$ cat config.mk
export PLATFORM = sky130hd
export DESIGN_NAME = rtc_timekeeper
export DESIGN_NICKNAME = d
export VERILOG_FILES = /design/src/rtl/rtc_pkg.sv /design/src/rtl/rtc_mod_counter.sv /design/src/rtl/rtc_alarm_match.sv /design/src/rtl/rtc_irq_flags.sv /design/src/rtl/rtc_timekeeper.sv
export SDC_FILE = /design/constraint.sdc
export NUM_CORES = 1
export LEC_CHECK = 0
export BUFFER_PORTS_ARGS = -buffer_cell sky130_fd_sc_hd__buf_2
export CORE_UTILIZATION = 51
export DETAILED_ROUTE_END_ITERATION = 16
export PLACE_DENSITY = 0.7
export SLEW_MARGIN = 20
export SYNTH_ARGS = -nofsm -noshare
export SYNTH_HDL_FRONTEND = slang
export SYNTH_SLANG_ARGS = --single-unit
$ cat constraint.sdc
create_clock -name clk_i -period 2.6 [get_ports clk_i]
set_input_delay 0.52 -clock clk_i [delete_from_list [all_inputs] [get_ports clk_i]]
set_output_delay 0.52 -clock clk_i [all_outputs]
set_load 0.05 [all_outputs]
$ cat src/rtl/rtc_pkg.sv
package rtc_pkg;
  // byte offsets decoded by software
  localparam int OFF_HM    = 'h00;
  localparam int OFF_SEC   = 'h04;
  localparam int OFF_AHM   = 'h08;
  localparam int OFF_ASEC  = 'h0C;
  localparam int OFF_CTRL  = 'h10;
  localparam int OFF_STAT  = 'h14;
  localparam int OFF_IEN   = 'h18;
  localparam int OFF_DAY   = 'h20;
  localparam int OFF_ADAY  = 'h24;
  // flag and control bit positions
  localparam int BIT_ALARM  = 2;
  localparam int BIT_SECOND = 4;
  localparam int BIT_RUN    = 7;
  // field limits
  localparam int SEC_LAST  = 59;
  localparam int MIN_LAST  = 59;
  localparam int HOUR_LAST = 23;
endpackage

$ cat src/rtl/rtc_mod_counter.sv
module rtc_mod_counter #(
  parameter int W   = 8,
  parameter int MAX = 59
) (
  input  logic         clk_i,
  input  logic         rst_ni,
  input  logic         inc_i,
  input  logic         ld_i,
  input  logic [W-1:0] ld_val_i,
  output logic [W-1:0] cnt_o,
  output logic         wrap_o
);
  localparam logic [W-1:0] LAST = W'(MAX);

  logic [W-1:0] cnt_q;

  // overrange values also return to zero with a carry
  assign wrap_o = inc_i && (cnt_q >= LAST);
  assign cnt_o  = cnt_q;

  always_ff @(posedge clk_i) begin
    if (!rst_ni)     cnt_q <= '0;
    else if (ld_i)   cnt_q <= ld_val_i;
    else if (inc_i)  cnt_q <= wrap_o ? '0 : cnt_q + W'(1);
  end
endmodule

$ cat src/rtl/rtc_alarm_match.sv
module rtc_alarm_match #(
  parameter int FW    = 8,
  parameter int DAY_W = 9
) (
  input  logic [FW-1:0]    sec_i,
  input  logic [FW-1:0]    min_i,
  input  logic [FW-1:0]    hour_i,
  input  logic [DAY_W-1:0] day_i,
  input  logic [FW-1:0]    a_sec_i,
  input  logic [FW-1:0]    a_min_i,
  input  logic [FW-1:0]    a_hour_i,
  input  logic [DAY_W-1:0] a_day_i,
  output logic             hit_o
);
  assign hit_o = (sec_i == a_sec_i) && (min_i == a_min_i) &&
                 (hour_i == a_hour_i) && (day_i == a_day_i);
endmodule

$ cat src/rtl/rtc_irq_flags.sv
module rtc_irq_flags #(
  parameter int DATA_W = 16,
  parameter int A_BIT  = 2,
  parameter int S_BIT  = 4
) (
  input  logic              clk_i,
  input  logic              rst_ni,
  input  logic              set_alarm_i,
  input  logic              set_second_i,
  input  logic              stat_wr_i,
  input  logic              ien_wr_i,
  input  logic [DATA_W-1:0] wdata_i,
  output logic [DATA_W-1:0] status_o,
  output logic [DATA_W-1:0] ien_o,
  output logic              irq_o
);
  localparam logic [DATA_W-1:0] IMPL = DATA_W'((1 << A_BIT) | (1 << S_BIT));

  logic [DATA_W-1:0] status_q, ien_q, set_vec, clr_vec;

  always_comb begin
    set_vec        = '0;
    set_vec[A_BIT] = set_alarm_i;
    set_vec[S_BIT] = set_second_i;
    clr_vec        = stat_wr_i ? wdata_i : '0;
  end

  always_ff @(posedge clk_i) begin
    if (!rst_ni) begin
      status_q <= '0;
      ien_q    <= '0;
    end else begin
      // a new event outranks a clear in the same cycle
      status_q <= ((status_q & ~clr_vec) | set_vec) & IMPL;
      if (ien_wr_i) ien_q <= wdata_i & IMPL;
    end
  end

  assign status_o = status_q;
  assign ien_o    = ien_q;
  assign irq_o    = |(status_q & ien_q);
endmodule

$ cat src/rtl/rtc_timekeeper.sv
module rtc_timekeeper
  import rtc_pkg::*;
#(
  parameter int ADDR_W = 6,
  parameter int DATA_W = 16,
  parameter int DAY_W  = 9
) (
  input  logic              clk_i,
  input  logic              rst_ni,
  input  logic              tick_i,
  input  logic              bus_sel_i,
  input  logic              bus_wr_i,
  input  logic [ADDR_W-1:0] bus_addr_i,
  input  logic [DATA_W-1:0] bus_wdata_i,
  output logic [DATA_W-1:0] bus_rdata_o,
  output logic              irq_o,
  output logic              presc_clear_o
);
  localparam int FW       = DATA_W / 2;
  localparam int DAY_LAST = (1 << DAY_W) - 1;

  // ---------------- register decode ----------------
  logic wr_en;
  logic wr_hm, wr_sec, wr_ahm, wr_asec, wr_ctrl, wr_stat, wr_ien, wr_day, wr_aday;
  logic time_wr;

  assign wr_en   = bus_sel_i && bus_wr_i;
  assign wr_hm   = wr_en && (bus_addr_i == ADDR_W'(OFF_HM));
  assign wr_sec  = wr_en && (bus_addr_i == ADDR_W'(OFF_SEC));
  assign wr_ahm  = wr_en && (bus_addr_i == ADDR_W'(OFF_AHM));
  assign wr_asec = wr_en && (bus_addr_i == ADDR_W'(OFF_ASEC));
  assign wr_ctrl = wr_en && (bus_addr_i == ADDR_W'(OFF_CTRL));
  assign wr_stat = wr_en && (bus_addr_i == ADDR_W'(OFF_STAT));
  assign wr_ien  = wr_en && (bus_addr_i == ADDR_W'(OFF_IEN));
  assign wr_day  = wr_en && (bus_addr_i == ADDR_W'(OFF_DAY));
  assign wr_aday = wr_en && (bus_addr_i == ADDR_W'(OFF_ADAY));
  assign time_wr = wr_hm || wr_sec || wr_day;

  // ---------------- control and alarm storage ----------------
  logic             en_q, tick_d_q, presc_q;
  logic [FW-1:0]    a_sec_q, a_min_q, a_hour_q;
  logic [DAY_W-1:0] a_day_q;
  logic             tick_ok;

  // a time load discards a coincident tick for the whole chain
  assign tick_ok = en_q && tick_i && !time_wr;

  always_ff @(posedge clk_i) begin
    if (!rst_ni) begin
      en_q     <= 1'b0;
      tick_d_q <= 1'b0;
      presc_q  <= 1'b0;
      a_sec_q  <= '0;
      a_min_q  <= '0;
      a_hour_q <= '0;
      a_day_q  <= '0;
    end else begin
      tick_d_q <= tick_ok;
      presc_q  <= time_wr;
      if (wr_ctrl) en_q <= bus_wdata_i[BIT_RUN];
      if (wr_asec) a_sec_q <= bus_wdata_i[FW-1:0];
      if (wr_ahm) begin
        a_min_q  <= bus_wdata_i[FW-1:0];
        a_hour_q <= bus_wdata_i[DATA_W-1:FW];
      end
      if (wr_aday) a_day_q <= bus_wdata_i[DAY_W-1:0];
    end
  end

  assign presc_clear_o = presc_q;

  // ---------------- counter chain ----------------
  logic [FW-1:0]    sec_q, min_q, hour_q;
  logic [DAY_W-1:0] day_q;
  logic             sec_wrap, min_wrap, hour_wrap, day_wrap;

  rtc_mod_counter #(.W(FW), .MAX(SEC_LAST)) u_sec (
    .clk_i(clk_i), .rst_ni(rst_ni), .inc_i(tick_ok), .ld_i(wr_sec),
    .ld_val_i(bus_wdata_i[FW-1:0]), .cnt_o(sec_q), .wrap_o(sec_wrap));

  rtc_mod_counter #(.W(FW), .MAX(MIN_LAST)) u_min (
    .clk_i(clk_i), .rst_ni(rst_ni), .inc_i(sec_wrap), .ld_i(wr_hm),
    .ld_val_i(bus_wdata_i[FW-1:0]), .cnt_o(min_q), .wrap_o(min_wrap));

  rtc_mod_counter #(.W(FW), .MAX(HOUR_LAST)) u_hour (
    .clk_i(clk_i), .rst_ni(rst_ni), .inc_i(min_wrap), .ld_i(wr_hm),
    .ld_val_i(bus_wdata_i[DATA_W-1:FW]), .cnt_o(hour_q), .wrap_o(hour_wrap));

  rtc_mod_counter #(.W(DAY_W), .MAX(DAY_LAST)) u_day (
    .clk_i(clk_i), .rst_ni(rst_ni), .inc_i(hour_wrap), .ld_i(wr_day),
    .ld_val_i(bus_wdata_i[DAY_W-1:0]), .cnt_o(day_q), .wrap_o(day_wrap));

  // ---------------- events ----------------
  logic alarm_hit;

  rtc_alarm_match #(.FW(FW), .DAY_W(DAY_W)) u_match (
    .sec_i(sec_q), .min_i(min_q), .hour_i(hour_q), .day_i(day_q),
    .a_sec_i(a_sec_q), .a_min_i(a_min_q), .a_hour_i(a_hour_q), .a_day_i(a_day_q),
    .hit_o(alarm_hit));

  logic [DATA_W-1:0] status_w, ien_w;

  // counters hold post-tick values while tick_d_q is high
  rtc_irq_flags #(.DATA_W(DATA_W), .A_BIT(BIT_ALARM), .S_BIT(BIT_SECOND)) u_flags (
    .clk_i(clk_i), .rst_ni(rst_ni),
    .set_alarm_i(tick_d_q && alarm_hit), .set_second_i(tick_d_q),
    .stat_wr_i(wr_stat), .ien_wr_i(wr_ien), .wdata_i(bus_wdata_i),
    .status_o(status_w), .ien_o(ien_w), .irq_o(irq_o));

  // ---------------- read mux ----------------
  always_comb begin
    bus_rdata_o = '0;
    unique case (int'(bus_addr_i))
      OFF_HM:   bus_rdata_o = {hour_q, min_q};
      OFF_SEC:  bus_rdata_o = DATA_W'(sec_q);
      OFF_AHM:  bus_rdata_o = {a_hour_q, a_min_q};
      OFF_ASEC: bus_rdata_o = DATA_W'(a_sec_q);
      OFF_CTRL: bus_rdata_o[BIT_RUN] = en_q;
      OFF_STAT: bus_rdata_o = status_w;
      OFF_IEN:  bus_rdata_o = ien_w;
      OFF_DAY:  bus_rdata_o = DATA_W'(day_q);
      OFF_ADAY: bus_rdata_o = DATA_W'(a_day_q);
      default:  bus_rdata_o = '0;
    endcase
  end
endmodule

### After elaboration in Yosys (flattened, before gate mapping)

Index checks and enable logic that the tools add are counted.

* register bits: 73
* bits in latches: 0
* RAM bits: 0
* ROM bits: 0
* input port bits: 27
* output and inout bits: 18
* logic and storage cells: 82
* memories kept: 0

* $add $sub $neg: 4
* multipliers: 0
* divide/modulo/power cells: 0
* $lt $le $gt $ge: 4
* equality and inequality tests: 12
* shift-type cells: 0
* mux-type cells: 16
* bitwise logic cells: 4
* reduce and logical (&&, ||, !) cells: 29

Operators with widths (number)
* 2-to-1 mux 8 bit: 9
* one-hot mux 7 bit (8 select lines): 1
* one-hot mux 8 bit (5 select lines): 1
* 2-to-1 mux 9 bit: 3
* adder 8 x 1 -> 8 bit (second input constant): 3
* == test 8 bit: 3
* logical AND 1 bit: 20
* == test 6 x 5 -> 1 bit (second input constant): 3
* >= comparator 8 x 6 -> 1 bit (second input constant): 2
* OR reduction 16 bit: 1
* == test 6 x 4 -> 1 bit (second input constant): 2
* == test 6 bit (second input constant): 2
* AND 5 bit: 2
* adder 9 x 1 -> 9 bit (second input constant): 1
* == test 9 bit: 1
* >= comparator 9 bit (second input constant): 1
* >= comparator 8 x 5 -> 1 bit (second input constant): 1
* one-hot mux 1 bit (8 select lines): 1
* nonzero test 2 bit: 4
* == test 6 x 3 -> 1 bit (second input constant): 1
* logical NOT 6 bit: 1
* 2-to-1 mux 5 bit: 1
* NOT 5 bit: 1
* OR 5 bit: 1
* 2 further kinds: 3

### Depth between registers and ports, before layout

* word-level depth: 13
* gate-level depth with buffers: 7
* depth with buffers taken out: 7

### Modules after synthesis

A second synthesis with hierarchy kept.

* cell total of the unflattened synthesis: 555
* area, all modules: 4885.9 sq um

Modules (own cells, without submodules)
* rtc_timekeeper: instances 1, cells an instance 234, area an instance 2237.1 sq um
* rtc_mod_counter at u_min ...: instances 2, cells an instance 57, area an instance 473.0 sq um
* rtc_mod_counter at u_day: instances 1, cells an instance 70, area an instance 564.3 sq um
* rtc_mod_counter at u_hour: instances 1, cells an instance 48, area an instance 409.1 sq um
* rtc_irq_flags: instances 1, cells an instance 44, area an instance 365.4 sq um
* rtc_alarm_match: instances 1, cells an instance 45, area an instance 364.1 sq um

### Least setup slack after synthesis

No wires, ideal clock.

* path kind: input-to-output
* from: input bus_addr_i[2]
* to: output bus_rdata_o[8]
* data arrival time: 2336 ps
* required time: 2080 ps
* path slack: -256 ps
* cell stages on the path: 3
* path through: buf_2 or4_1 o21ai_0

* longest elaborated chain between the ends: 2
* elaborated cells between the ends (all ways): 6

RTL lines
* start, declared: line rtc_timekeeper.sv:13 `input logic [ADDR_W-1:0] bus_addr_i,`
* == test 6 bit (tied with other cells): line rtc_timekeeper.sv:113 `unique case (int'(bus_addr_i))`
* one-hot mux 8 bit (5 select lines) *: line rtc_timekeeper.sv:113
* end, declared: line rtc_timekeeper.sv:15 `output logic [DATA_W-1:0] bus_rdata_o,`

Mark *: on every way between the ends. The rest lies on a longest branch, timed or not.

### Worst setup path after layout

* from: input bus_addr_i[5]
* to: output bus_rdata_o[2]

* longest elaborated chain between the ends: 2
* elaborated cells between the ends (all ways): 9

RTL lines (line)
* == test 6 bit (tied with other cells): rtc_timekeeper.sv:113
* one-hot mux 7 bit (8 select lines) *: rtc_timekeeper.sv:113

Marks and branches as above.

==> flow_metrics.tcl <==
set metrics [dict create \
    switching_share_pct 25.2 \
    syn_area_sq_mm 0.00431 \
    power.density_mw_per_mm2 437 \
    grt_max_degree 48 \
    place_inst 687 \
    synth.distinct_cells 59 \
    drc 0 \
    cts_resized 0 \
    layout_min_cycle_time_ns 2.52 \
    multi_input_area_sq_mm 0.00269 \
    wl_per_cell_microns 19.4 \
    status "finished, final reports clean" \
    gp_congestion 0.927 \
    die_x_microns 94.0 \
    start_kind "primary input" \
    cts_setup_buffers 0 \
    syn_avg_cell_area_sq_um 7.92 \
    worstPathRequired_ns 2.08 \
    crit_type "primary input to output port" \
    grt_pass1_wl_mm 21.4 \
    setup_viol 0 \
    finalNonFillerCells 703 \
    synthCells 545 \
    drt_iter0_drc 474 \
    antenna_found_initial 0 \
    fp.dieH_microns 94.0 \
    wl_mm 13.7 \
    finalPower_mw 2.20 \
    overflow 0 \
    track_usage_pct 31.9 \
    portBuffers 44 \
    cts_tree "yes" \
    h-tree-depth 3 \
    fin_nets 625 \
    hold_buffers 0 \
    fin_crit_sh_pct 97.1 \
    drive_gt1_share_pct 18.6 \
    rsz0062_at_grt "no" \
    cap_violations 0 \
    slew_headroom_pct 69.6 \
    yosysWarnings 0 \
    p_seq_share_pct 51.1 \
    dp_hpwl_mm 9.71 \
    fp-row-count 33 \
    ys_seq_area_share_pct 33.9 \
    fin_skew_ns 0.00773 \
    grt.met2_usage_pct 48.1 \
    synth_fp_nets 577 \
    clkSinkCount 73 \
    dr.pass1.iters 5 \
    final_common_cell "nand2_1" \
    clkLatencyLatePin_ns 0.35 \
    drtAntennaViolNets 0 \
    initial_core_util_pct 52.5 \
    layout.area.seq_sq_mm 0.00146 \
    clockRootBuffer "clkbuf_8" \
    clock_power_share_pct 41.7 \
    cp_max_fo 7 \
    syn_to_final_growth_pct 16.5 \
    yosys_most_used_dff "dfxtp_1" \
    hp-class "primary input to flop" \
    num_antenna_cells 0 \
    drv_slew 0 \
    synth_edf_count 0 \
    path_clk_slew_ns 0.08 \
    p_int_mw 1.64 \
    max_freq_ghz 0.396 \
    die-area_sq_mm 0.00883 \
    final_cell_mix "90 x nand2_1, 73 x dfxtp_1, 45 x nor2_1, 45 x a21oi_1, 41 x nand3_1" \
    route.vias.total 4463 \
    pwr-share-comb_pct 7.2 \
    leakage_nw 1.72 \
    cp.arrival_ns 2.00 \
    async_reset_ff_share_pct 0 \
    core_area_sq_mm 0.00822 \
    clockBufferDepth 2 \
    fill_cells 740 \
    p_sw_mw 0.554 \
    numCtsBuffers 9 \
    grt_pass1_vias 4017 \
    avgViaCountPerCell 6.35 \
    io_pins 45 \
    final_hold_viol_count 0 \
    peakVddDrop_uv 350 \
    worst_pin_slew_ns 0.455 \
    critPathCaptureType "output port" \
    grt_use_met3_pct 5.74 \
    synth_seq_cells 73 \
    top_usage_layer "met2" \
    grtUsageMet1_pct 44.1 \
]
## per-layer routing
layer,part of all wire [%],vias to the layer above
li1,-,2081
met1,42,2126
met2,45,219
met3,9.4,37
met4,3.2,0
met5,0,-
## sequential cells by signal (all words and copies together) (netlist names), 8 cells and up
register	flops
a_min_q	8
u_hour.cnt_o	8
a_hour_q	8
a_day_q	9
u_day.cnt_o	9
a_sec_q	8
u_min.cnt_o	8
u_sec.cnt_o	8
## cells by family after synthesis
family	after synthesis	share of synthesized area [%]
xor+xnor	33	6.70
mux	23	7.11
fa+ha+maj	5	1.45
buf+inv	42	4.06
flops	73	33.9
compound gates	123	18.8
simple gates	246	28.0
## worst paths after layout
path	startpoint	end	slack, ns	cells after the start
max	bus_addr_i[5]	bus_rdata_o[2]	0.08	5
min	bus_wdata_i[11]	a_hour_q[3]$_SDFFE_PN0P_	0.42	3
max reg2reg	u_sec.cnt_o[0]$_SDFFE_PN0P_	u_min.cnt_o[3]$_SDFFE_PN0P_	0.43	6
min reg2reg	u_flags.status_o[2]$_SDFF_PN0_	u_flags.status_o[2]$_SDFF_PN0_	0.49	2
## per-stage QoR
stage                     area, sq um  TNS [ns]  hold slack (ns)  setup WS [ns]  util [%]
final                            5030         0            0.420         0.0752      61.2
after global routing             5030         0            0.423         0.0171      61.2
after CTS                        4990         0            0.414         0.0442      60.8
after detailed placement         4790         0            0.472         0.0459      58.3
after global placement           4790         0            0.466         0.0755      58.3
after floorplan                  4320    -0.202            0.437        -0.0288         -
## power groups by stage
stage / Combinational (mW) / Sequential (mW) / Clock, mW
4_1_cts: 0.153 / 1.12 / 0.923
3_3_place_gp: 0.150 / 1.15 / 0
6_report: 0.158 / 1.12 / 0.915
5_1_grt: 0.167 / 1.12 / 0.966
2_1_floorplan: 0.0731 / 1.15 / 0
3_5_place_dp: 0.152 / 1.15 / 0
## area by class of cell
type | count | share of cell area [%]
tap | 105 | 2.61
sequential | 73 | 29.1
clock buffer | 10 | 2.74
timing repair buffer | 71 | 10.1
multi-input combinational | 430 | 53.6
clock inverter | 6 | 1.34
inverter | 8 | 0.597
## worst max-delay path: stages
cell	delay, ns
buf_2	0.14
or4b_2	0.75
o22ai_1	0.20
a211o_1	0.13
buf_2	0.26
## cell usage after synthesis (2+ instances only)
cell | number | area share (%)
a21oi_1 | 45 | 5.2
nand2b_1 | 4 | 0.58
o2111ai_1 | 4 | 0.81
a32oi_1 | 10 | 2.0
nor2b_1 | 4 | 0.58
o21ai_0 | 16 | 1.9
or4_1 | 4 | 0.70
nor4_1 | 3 | 0.44
inv_1 | 8 | 0.70
buf_2 | 10 | 1.2
and2_1 | 3 | 0.44
nand4_1 | 11 | 1.6
xnor2_1 | 30 | 6.1
a22oi_1 | 13 | 2.3
mux4_2 | 6 | 3.1
nor3_1 | 14 | 1.6
nand2_1 | 90 | 7.8
nor4_4 | 2 | 0.99
xor2_1 | 3 | 0.61
clkbuf_1 | 21 | 1.8
a31oi_1 | 10 | 1.5
dfxtp_1 | 73 | 34
and4_1 | 2 | 0.41
a211oi_1 | 4 | 0.70
ha_1 | 5 | 1.5
nor2_2 | 2 | 0.29
nand4b_1 | 2 | 0.41
nor2_1 | 45 | 3.9
nand3_1 | 41 | 4.8
a31o_2 | 2 | 0.41
and3_1 | 6 | 0.87
o211ai_1 | 7 | 1.2
nor3_2 | 2 | 0.46
or3_1 | 3 | 0.44
mux2i_1 | 16 | 3.7
(Power assumes the default switching activity.)
